## src/rtl/boot_pkg.sv

```systemverilog
package boot_pkg;
  localparam logic [7:0] FAST_READ_OP = 8'h0B;
  localparam int PRE_BYTES = 5;  // opcode + 3 address + dummy
  localparam int HDR_BYTES = 8;

  typedef enum logic [2:0] {
    ST_WAIT_HDR,
    ST_HDR,
    ST_CHECK,
    ST_WAIT_IMG,
    ST_IMG,
    ST_DONE,
    ST_FAIL
  } boot_state_e;
endpackage

```

## src/rtl/spi_byte_engine.sv

```systemverilog
module spi_byte_engine #(
  parameter int CLK_DIV = 4
) (
  input  logic       clk_i,
  input  logic       rst_ni,
  input  logic       start_i,
  input  logic [7:0] tx_byte_i,
  input  logic       miso_i,
  output logic       busy_o,
  output logic       done_o,
  output logic [7:0] rx_byte_o,
  output logic       sclk_o,
  output logic       mosi_o
);
  localparam int HALF = CLK_DIV / 2;
  localparam int CW   = (HALF > 1) ? $clog2(HALF) : 1;

  logic [CW-1:0] cnt_q;
  logic [2:0]    bit_q;
  logic [7:0]    tx_q, rx_q;

  always_ff @(posedge clk_i or negedge rst_ni) begin
    if (!rst_ni) begin
      busy_o <= 1'b0;
      done_o <= 1'b0;
      sclk_o <= 1'b0;
      cnt_q  <= '0;
      bit_q  <= '0;
      tx_q   <= '0;
      rx_q   <= '0;
    end else begin
      done_o <= 1'b0;
      if (!busy_o) begin
        if (start_i) begin
          busy_o <= 1'b1;
          tx_q   <= tx_byte_i;
          cnt_q  <= '0;
          bit_q  <= '0;
          sclk_o <= 1'b0;
        end
      end else if (cnt_q == CW'(HALF - 1)) begin
        cnt_q <= '0;
        if (!sclk_o) begin
          sclk_o <= 1'b1;
          rx_q   <= {rx_q[6:0], miso_i};
        end else begin
          sclk_o <= 1'b0;
          if (bit_q == 3'd7) begin
            busy_o <= 1'b0;
            done_o <= 1'b1;
          end else begin
            bit_q <= bit_q + 3'd1;
            tx_q  <= {tx_q[6:0], 1'b0};
          end
        end
      end else begin
        cnt_q <= cnt_q + 1'b1;
      end
    end
  end

  assign mosi_o    = tx_q[7];
  assign rx_byte_o = rx_q;
endmodule

```

## src/rtl/cs_gap_timer.sv

```systemverilog
module cs_gap_timer #(
  parameter int GAP_CYC = 30
) (
  input  logic clk_i,
  input  logic rst_ni,
  input  logic cs_n_i,
  output logic ready_o
);
  localparam int GAP = (GAP_CYC > 0) ? GAP_CYC : 1;
  localparam int CW  = $clog2(GAP + 1);

  logic [CW-1:0] cnt_q;

  always_ff @(posedge clk_i or negedge rst_ni) begin
    if (!rst_ni)                   cnt_q <= '0;
    else if (!cs_n_i)              cnt_q <= '0;
    else if (cnt_q != CW'(GAP))    cnt_q <= cnt_q + 1'b1;
  end

  assign ready_o = (cnt_q == CW'(GAP));
endmodule

```

## src/rtl/spi_boot_loader.sv

```systemverilog
module spi_boot_loader
  import boot_pkg::*;
#(
  parameter int CLK_DIV       = 4,
  parameter int CLK_PERIOD_NS = 10,
  parameter int CS_HIGH_NS    = 300,
  parameter int MEM_DEPTH     = 64
) (
  input  logic                         clk_i,
  input  logic                         rst_ni,
  output logic                         spi_sclk_o,
  output logic                         spi_cs0_no,
  output logic                         spi_cs1_no,
  output logic                         spi_mosi_o,
  input  logic                         spi_miso_i,
  output logic [$clog2(MEM_DEPTH)-1:0] pmem_addr_o,
  output logic [7:0]                   pmem_data_o,
  output logic                         pmem_we_o,
  output logic                         boot_done_o,
  output logic                         boot_error_o
);
  localparam int AW      = $clog2(MEM_DEPTH);
  localparam int MAXB    = (MEM_DEPTH > HDR_BYTES) ? MEM_DEPTH : HDR_BYTES;
  localparam int DCW     = $clog2(MAXB + 1);
  localparam int GAP_CYC = (CS_HIGH_NS + CLK_PERIOD_NS - 1) / CLK_PERIOD_NS;

  boot_state_e     state_q;
  logic            cs0_q;
  logic [2:0]      pre_q;
  logic [DCW-1:0]  dcnt_q;
  logic [23:0]     img_addr_q;
  logic [31:0]     img_len_q;
  logic [AW-1:0]   waddr_q;
  logic [7:0]      wdata_q;
  logic            we_q;

  logic            eng_busy, eng_done, gap_ready, eng_start;
  logic [7:0]      eng_rx, tx_byte;
  logic [23:0]     xfer_addr;
  logic [DCW-1:0]  target;
  logic            in_xfer, in_pre, last_byte;

  assign in_xfer   = (state_q == ST_HDR) || (state_q == ST_IMG);
  assign in_pre    = pre_q < 3'(PRE_BYTES);
  assign xfer_addr = (state_q == ST_IMG) ? img_addr_q : 24'h0;
  assign target    = (state_q == ST_HDR) ? DCW'(HDR_BYTES) : img_len_q[DCW-1:0];
  assign last_byte = !in_pre && (DCW'(dcnt_q + 1'b1) == target);
  // one idle cycle between bytes keeps the byte index settled
  assign eng_start = in_xfer && !eng_busy && !eng_done;

  always_comb begin
    unique case (pre_q)
      3'd0:    tx_byte = FAST_READ_OP;
      3'd1:    tx_byte = xfer_addr[23:16];
      3'd2:    tx_byte = xfer_addr[15:8];
      3'd3:    tx_byte = xfer_addr[7:0];
      default: tx_byte = 8'h00;
    endcase
  end

  spi_byte_engine #(.CLK_DIV(CLK_DIV)) i_engine (
    .clk_i     (clk_i),
    .rst_ni    (rst_ni),
    .start_i   (eng_start),
    .tx_byte_i (tx_byte),
    .miso_i    (spi_miso_i),
    .busy_o    (eng_busy),
    .done_o    (eng_done),
    .rx_byte_o (eng_rx),
    .sclk_o    (spi_sclk_o),
    .mosi_o    (spi_mosi_o)
  );

  cs_gap_timer #(.GAP_CYC(GAP_CYC)) i_gap (
    .clk_i   (clk_i),
    .rst_ni  (rst_ni),
    .cs_n_i  (cs0_q),
    .ready_o (gap_ready)
  );

  always_ff @(posedge clk_i or negedge rst_ni) begin
    if (!rst_ni) begin
      state_q    <= ST_WAIT_HDR;
      cs0_q      <= 1'b1;
      pre_q      <= '0;
      dcnt_q     <= '0;
      img_addr_q <= '0;
      img_len_q  <= '0;
      waddr_q    <= '0;
      wdata_q    <= '0;
      we_q       <= 1'b0;
    end else begin
      we_q <= 1'b0;
      unique case (state_q)
        ST_WAIT_HDR, ST_WAIT_IMG: if (gap_ready) begin
          cs0_q   <= 1'b0;
          pre_q   <= '0;
          dcnt_q  <= '0;
          state_q <= (state_q == ST_WAIT_HDR) ? ST_HDR : ST_IMG;
        end
        ST_HDR: if (eng_done) begin
          if (in_pre) pre_q <= pre_q + 3'd1;
          else begin
            unique case (dcnt_q[2:0])
              3'd0: img_addr_q[7:0]   <= eng_rx;
              3'd1: img_addr_q[15:8]  <= eng_rx;
              3'd2: img_addr_q[23:16] <= eng_rx;
              3'd3: ;
              3'd4: img_len_q[7:0]    <= eng_rx;
              3'd5: img_len_q[15:8]   <= eng_rx;
              3'd6: img_len_q[23:16]  <= eng_rx;
              3'd7: img_len_q[31:24]  <= eng_rx;
            endcase
            if (last_byte) begin
              cs0_q   <= 1'b1;
              state_q <= ST_CHECK;
            end else dcnt_q <= dcnt_q + 1'b1;
          end
        end
        ST_CHECK:
          if (img_len_q == 32'd0 || img_len_q > 32'(MEM_DEPTH)) state_q <= ST_FAIL;
          else                                                   state_q <= ST_WAIT_IMG;
        ST_IMG: if (eng_done) begin
          if (in_pre) pre_q <= pre_q + 3'd1;
          else begin
            we_q    <= 1'b1;
            waddr_q <= dcnt_q[AW-1:0];
            wdata_q <= eng_rx;
            if (last_byte) begin
              cs0_q   <= 1'b1;
              state_q <= ST_DONE;
            end else dcnt_q <= dcnt_q + 1'b1;
          end
        end
        default: ;
      endcase
    end
  end

  assign spi_cs0_no   = cs0_q;
  assign spi_cs1_no   = 1'b1;
  assign pmem_addr_o  = waddr_q;
  assign pmem_data_o  = wdata_q;
  assign pmem_we_o    = we_q;
  assign boot_done_o  = (state_q == ST_DONE);
  assign boot_error_o = (state_q == ST_FAIL);
endmodule

```

## config.mk

```make
export PLATFORM = sky130hd
export DESIGN_NAME = spi_boot_loader
export DESIGN_NICKNAME = d
export VERILOG_FILES = /design/src/rtl/boot_pkg.sv /design/src/rtl/spi_byte_engine.sv /design/src/rtl/cs_gap_timer.sv /design/src/rtl/spi_boot_loader.sv
export SDC_FILE = /design/constraint.sdc
export NUM_CORES = 1
export LEC_CHECK = 0
export ABC_AREA = 1
export BUFFER_PORTS_ARGS = -buffer_cell sky130_fd_sc_hd__buf_4
export CAP_MARGIN = 20
export CORE_MARGIN = 2
export CORE_UTILIZATION = 26
export CTS_CLUSTER_DIAMETER = 200
export DETAILED_ROUTE_END_ITERATION = 10
export SLEW_MARGIN = 30
export SYNTH_ARGS = -nofsm -noshare
export SYNTH_HDL_FRONTEND = slang
export SYNTH_SLANG_ARGS = --single-unit
```

## constraint.sdc

```tcl
create_clock -name clk_i -period 2.5 [get_ports clk_i]
set_input_delay 0.5 -clock clk_i [delete_from_list [all_inputs] [get_ports clk_i]]
set_output_delay 0.5 -clock clk_i [all_outputs]
set_load 0.02 [all_outputs]
```

==> results of run 1 <==
==> power breakdown <==
group	switching (mW)	leakage, nW	internal (mW)
registers	0.000213	1.57	1.83
logic	0.0398	0.951	0.00663
clock network	0.843	0.297	1.64
total	0.883	2.82	3.48
==> synth_stat cells, drive strengths merged <==
library cell	instances	area share [%]
o31ai	1	0.14
or2	1	0.12
clkbuf	12	0.87
conb	1	0.072
o21ai	90	9.3
nand3b	2	0.29
clkinv	1	0.072
and3	1	0.12
a21boi	1	0.22
buf	9	1.3
nand2	169	13
inv	43	3.1
a31oi	9	1.1
nor3	5	0.48
a211oi	1	0.14
nor4	5	0.60
dfrtp	112	54
mux2i	1	0.19
xor2	2	0.34
nand4	7	0.84
a21oi	29	2.8
nand3	28	2.8
nor2	58	4.7
ha	14	3.4
dfstp	1	0.51
==> final cells by class <==
type / instances / area [um2]
Fill cell: 2100 / 13300
Sequential cell: 113 / 2830
Multi-Input combinational cell: 425 / 2090
Clock buffer: 23 / 478
Tap cell: 265 / 332
Timing Repair Buffer: 32 / 253
Inverter: 44 / 165
Clock inverter: 9 / 130
==> layout by cell type (no fill, tap or decap), drive strengths merged, types with 2 or more instances in the layout <==
cell,Yosys,layout
nand2,169,169
dfrtp,112,112
o21ai,90,90
nor2,58,58
inv,43,43
buf,9,32
a21oi,29,29
nand3,28,28
clkbuf,12,23
ha,14,14
a31oi,9,9
nand4,7,7
clkinv,1,6
nor3,5,5
nor4,5,5
bufinv,0,3
xor2,2,2
nand3b,2,2
==> how the worst min path moves through the flow <==
stage / slack [ns] / cells past startpoint / to / start
2_1_floorplan: 0.20 / 0 / dcnt_q[0]$_DFFE_PN0P_ / rst_ni
3_3_place_gp: 0.46 / 1 / pmem_we_o$_DFF_PN0_ / rst_ni
3_5_place_dp: 0.46 / 1 / pmem_we_o$_DFF_PN0_ / rst_ni
4_1_cts: 0.02 / 1 / pmem_we_o$_DFF_PN0_ / rst_ni
5_1_grt: 0.03 / 1 / img_len_q[19]$_DFFE_PN0P_ / rst_ni
6_report: 0.01 / 1 / img_len_q[19]$_DFFE_PN0P_ / rst_ni
==> per-stage QoR <==
stage	std cells	hold WS, ns	instance area, um2	utilization, %	setup slack [ns]
2_1_floorplan	603	0.204	5190	-	0.647
3_5_place_dp	879	0.462	5670	29.0	0.320
4_1_cts	911	0.0164	6280	32.1	0.344
3_3_place_gp	879	0.460	5670	29.0	0.410
5_1_grt	911	0.0324	6280	32.1	0.109
6_report	911	0.00988	6280	32.1	0.361
==> state kept, by name, summed over array words and instances, names as in the netlist <==
register and cells:
state_q 3, pmem_data_o 8, i_gap.cnt_q 5, i_engine.cnt_q 1, i_engine.busy_o 1, pmem_we_o 1
i_engine.done_o 1, spi_cs0_no 1, pre_q 3, i_engine.tx_q 8, pmem_addr_o 6, i_engine.sclk_o 1
img_len_q 32, img_addr_q 24, i_engine.rx_byte_o 8, dcnt_q 7, i_engine.bit_q 3
==> cells by family (layout without fill, tap and decap cells) <==
family	after synthesis	after routing	synth area share [%]
other	1	1	0.0722
buffers and inverters	65	108	5.35
XOR/XNOR	2	2	0.337
flip-flops	113	113	54.5
AND/OR/NAND/NOR	276	276	22.6
AO/OA/AOI/OAI	131	131	13.6
adder cells (fa/ha/maj)	14	14	3.37
multiplexers	1	1	0.193
==> worst max-delay path: stages, from the launching register on <==
cell and delay [ns]:
dfrtp_1 0.45, nor2_2 0.16, nand2_2 0.18, nand2_1 0.14
inv_1 0.07, nor2_1 0.21, nor2_1 0.11, inv_1 0.08
nand2_1 0.27, inv_1 0.23, nor2_1 0.05, a21oi_1 0.11
==> per-layer routing <==
layer | vias up | track usage [%]
met5 | - | 0
met4 | 0 | 4.56
li1 | 2042 | -
met2 | 52 | 17.6
met1 | 1865 | 16.1
met3 | 18 | 3.20
==> summary.txt, run 1 <==
CTS
  • Post-cts resize count: 0
  • H-tree depth: 4
  • CTS tree: built
  • Max Buffers Root-to-Sink: 2
  • CTS Buf Count: 17
  • Root Buffer: clkbuf_16
  • Post-CTS Setup Bufs: 0
  • Worst-path clk slew: 0.06 ns
  • CTS sink count: 113
  • Clk Latency, worst-skew pair: 0.42 ns
  • Hold bufs inserted after CTS: 0

STA
  • Tmin final: 2.14 ns
  • Least-Margin Pin Slew: 0.638 ns
  • Setup TNS: 0 ns
  • Slew HR: 57.4%
  • Fin crit share: 85.6%
  • Final Hold Fails: 0
  • RSZ-0062 raised after global routing: no
  • Max Freq: 467 MHz
  • Final setup skew: 0.00608 ns
  • Max Slew Vio Count: 0
  • # setup viols final: 0

Finish
  • NumNets Final: 650
  • Layout area overhead: 20.8%
  • Share of layout cells above drive strength 1: 13.9%
  • Diodes inserted: 0

Worst setup path
  • Worst r2r src: state_q[2]$_DFFE_PN0P_
  • Reg-to-reg slack, setup: 0.36 ns
  • Crit-path max FO: 16
  • CP endpoint: i_engine.tx_q[3]$_DFFE_PN0P_
  • Crit Path Category: reg2reg
  • Path depth of the worst reg2reg path: 11
  • R2r endpoint: i_engine.tx_q[3]$_DFFE_PN0P_
  • Worst Setup SP: state_q[2]$_DFFE_PN0P_
  • Worst Path Required: 2.84 ns
  • CP Capture Type: register
  • Worst Setup Start Kind: register
  • Worst EP arrival: 2.48 ns

Detailed routing
  • Vias per inst: 4.37
  • Per-cell routed wire length: 12.6 um
  • Antenna-violating nets left: 0
  • Routed WL: 11500 um
  • Met3 WL: 378 um
  • DRC viols: 0
  • Via count: 3977
  • Wire length on met1: 5830 um
  • Top layer in use: met4
  • Pre-Repair DR Iteration Count: 4
  • Met2 WL: 5050 um
  • Initial DRC count: 264

Logic synthesis
  • Mean Syn Cell Area: 8.61 um2
  • Library cells used by synthesis: 37
  • Synth warn: 0
  • Post-synthesis sequential area ratio: 54.5%
  • Post-Syn Area: 5190 um2
  • Syn nets: 620
  • Cells after synthesis: 603
  • #FFs+latches synth: 113

Global routing
  • Tot GR Track Use: 11.7%
  • Number of global-route vias before repair: 3960
  • First-pass GRT wire length: 19800 um
  • Initial antenna violation count: 0
  • GRT overflow: 0
  • Largest net degree at the start of global routing: 68

Floorplanning
  • Die height: 145 um
  • Starting density of the core: 26.6%
  • Core area: 19500 um2
  • Die ar.: 21100 um2
  • Die W: 145 um
  • Num ports: 24
  • # rows: 51

Power and ir drop
  • PwrDens: 695 nW/um2
  • Total power: 4.36 mW
  • Leak: 2.82 nW
  • Peak supply drop: 0.000469 V

Place
  • RD Place Congestion: 0.784
  • IO buf count: 22
  • Hpwl dp: 7640 um

Run
  • Max-cap viol count: 0

Outcome
  • Status: finished, final reports clean

Hold path
  • Hold Crit Class: in2async
Note: power is estimated with default switching activity, not from simulation.
==> run 2, diff against run 1 <==
--- a/config.mk
+++ b/config.mk
@@ -6,9 +6,9 @@
 export NUM_CORES = 1
 export LEC_CHECK = 0
 export ABC_AREA = 1
-export BUFFER_PORTS_ARGS = -buffer_cell sky130_fd_sc_hd__buf_4
+export BUFFER_PORTS_ARGS = -buffer_cell sky130_fd_sc_hd__clkbuf_2
 export CAP_MARGIN = 20
-export CORE_MARGIN = 2
+export CORE_MARGIN = 1
 export CORE_UTILIZATION = 26
 export CTS_CLUSTER_DIAMETER = 200
 export DETAILED_ROUTE_END_ITERATION = 10
==> run 2 against run 1 <==
  * Global-route usage is 0.70 points higher
  * Largest cell class unchanged
  * Total power shrank 0.97%
  * Cell area decreased by 0.84%
  * Critical path type unchanged
  * Critical endpoint is now i_engine.tx_q[1]$_DFFE_PN0P_
  * Combinational power is 0.9% lower
  * Non-clock buffer count rose by 2
  * Sequential share of layout area up 0.38 points
  * Worst hold slack gained 0.028 ns
  * Largest power group unchanged
  * Clock-buffer cell count stayed put
  * First-iteration DRC count down 25%
  * Critical path depth is the same
==> summary.txt, run 2 (synthesized netlist as in run 1, its figures left out) <==
Worst setup path
  • Largest stage delay on the critical path: 0.45 ns
  • CP Cell Sequence: nor2_2, nand2_2, nand2_1, inv_1, nor2_1, nor2_1, inv_1, nand2_1, inv_1, nor2_1, a21oi_1
  • Crit Path Category: reg2reg
  • Worst Setup Start Kind: register
  • Worst Path Required: 2.84 ns
  • Crit-path max FO: 16
  • CP Capture Type: register
  • Worst EP arrival: 2.54 ns
  • Slowest cell on crit path: dfrtp_1

Finish
  • Share of layout cells above drive strength 1: 14.0%
  • Diodes inserted: 0
  • Register area: 2830 um2
  • Footprint of the multi-input gates: 2090 um2
  • Most frequent cells in the layout: nand2_1 (163), dfrtp_1 (112), o21ai_0 (78), nor2_1 (50), inv_1 (40)
  • Most common cell after layout, fill and taps aside: nand2_1
  • Layout area overhead: 19.8%
  • Max FFs per register: 32
  • NumNets Final: 652
  • Largest register by flop count: img_len_q
  • Top flop regs: img_len_q (32), img_addr_q (24)
  • Fillers: 2078

Hold path
  • Hold Crit Class: in2async

Floorplanning
  • Die ar.: 20500 um2
  • Num ports: 24
  • Die height: 143 um
  • # rows: 51
  • Die W: 143 um
  • Core area: 19500 um2
  • Starting density of the core: 26.6%

Detailed routing
  • Routed WL: 11400 um
  • Pre-Repair DR Iteration Count: 5
  • Antenna-violating nets left: 0
  • Via count: 3962
  • Vias per inst: 4.35
  • Initial DRC count: 199
  • Per-cell routed wire length: 12.6 um
  • DRC viols: 0

Power and ir drop
  • PwrDens: 694 nW/um2
  • Total power: 4.32 mW
  • Peak supply drop: 0.000372 V
  • Leak: 2.81 nW

CTS
  • Post-CTS Setup Bufs: 0
  • Root Buffer: clkbuf_16
  • Max Buffers Root-to-Sink: 2
  • Clk Latency, worst-skew pair: 0.42 ns
  • CTS sink count: 113
  • CTS Buf Count: 17
  • Hold bufs inserted after CTS: 0
  • H-tree depth: 4
  • Post-cts resize count: 0
  • Worst-path clk slew: 0.05 ns
  • CTS tree: built

Global routing
  • Number of global-route vias before repair: 3882
  • Gr busiest metal: met2
  • M1 GR Usage: 16.5%
  • Routing usage on met2: 18.8%
  • Largest net degree at the start of global routing: 56
  • First-pass GRT wire length: 19300 um
  • Tot GR Track Use: 12.4%
  • GRT overflow: 0
  • Initial antenna violation count: 0
  • M3 GR Usage: 2.87%

STA
  • Fin crit share: 87.6%
  • RSZ-0062 raised after global routing: no
  • # setup viols final: 0
  • Least-Margin Pin Slew: 0.619 ns
  • Max Slew Vio Count: 0
  • Slew HR: 58.6%
  • Final Hold Fails: 0
  • Tmin final: 2.19 ns
  • Setup TNS: 0 ns
  • Final setup skew: 0.00646 ns
  • Max Freq: 456 MHz

Place
  • IO buf count: 22
  • Hpwl dp: 7630 um
  • RD Place Congestion: 0.768

Outcome
  • Status: finished, final reports clean

Run
  • Max-cap viol count: 0
==> run 2: cell count changes in the layout (fill, tap and decap cells not counted), sizes merged <==
cell / previous run / this run
clkinv: 6 / 4
clkinvlp: 1 / 0
clkbuf: 23 / 44
buf: 32 / 13
==> run 2: final cells by class <==
cell class / count / area share (%)
inverter: 44 / 2.65
clock buffer: 23 / 7.84
multi-input combinational: 425 / 33.6
sequential: 113 / 45.5
clock inverter: 6 / 1.69
tap: 265 / 5.33
timing repair buffer: 34 / 3.46
==> run 2: path summary, 6_finish.rpt <==
kind / slack, ns / end / cells after the start / startpoint
setup / recovery: 0.31 / i_engine.tx_q[1]$_DFFE_PN0P_ / 11 / state_q[2]$_DFFE_PN0P_
hold / removal: 0.04 / pmem_we_o$_DFF_PN0_ / 1 / rst_ni
setup reg to reg: 0.31 / i_engine.tx_q[1]$_DFFE_PN0P_ / 11 / state_q[2]$_DFFE_PN0P_
hold reg to reg: 0.48 / img_addr_q[9]$_DFFE_PN0P_ / 2 / img_addr_q[9]$_DFFE_PN0P_
max in group asynchronous: 1.77 / i_engine.rx_byte_o[1]$_DFFE_PN0P_ / 2 / rst_ni
min in group clk_i: 0.33 / i_engine.rx_byte_o[0]$_DFFE_PN0P_ / 3 / spi_miso_i
==> run 2: worst max-delay path, delay by kind of cell (launching register included) <==
family                 cells  cell delay (ns)
AOI/OAI and AO/OA          1             0.11
buffers and inverters      3             0.38
DFF                        1             0.45
and+or+nand+nor            7             1.19
==> run 2: layer usage <==
metal | share of wire (%) | vias to the layer above
met1 | 52 | 1862
met3 | 2.9 | 14
li1 | - | 2043
met4 | 1.8 | 0
met2 | 44 | 43
met5 | 0 | -
==> run 2: power by group <==
group	leakage [nW]	switching (mW)	internal, mW
clock	0.295	0.796	1.65
sequential	1.57	0.000164	1.83
combinational	0.945	0.0398	0.00618
total	2.81	0.835	3.49
==> run 2: per-stage QoR <==
step / hold slack, ns / area, um2 / std cells / util [%] / worst slack (ns)
after floorplan: 0.204 / 5190 / 603 / - / 0.647
after global placement: 0.466 / 5630 / 881 / 28.8 / 0.437
after CTS: 0.0487 / 6220 / 910 / 31.9 / 0.309
after global routing: 0.0701 / 6220 / 910 / 31.9 / 0.0907
final: 0.0378 / 6220 / 910 / 31.9 / 0.309
after detailed placement: 0.473 / 5630 / 881 / 28.8 / 0.326
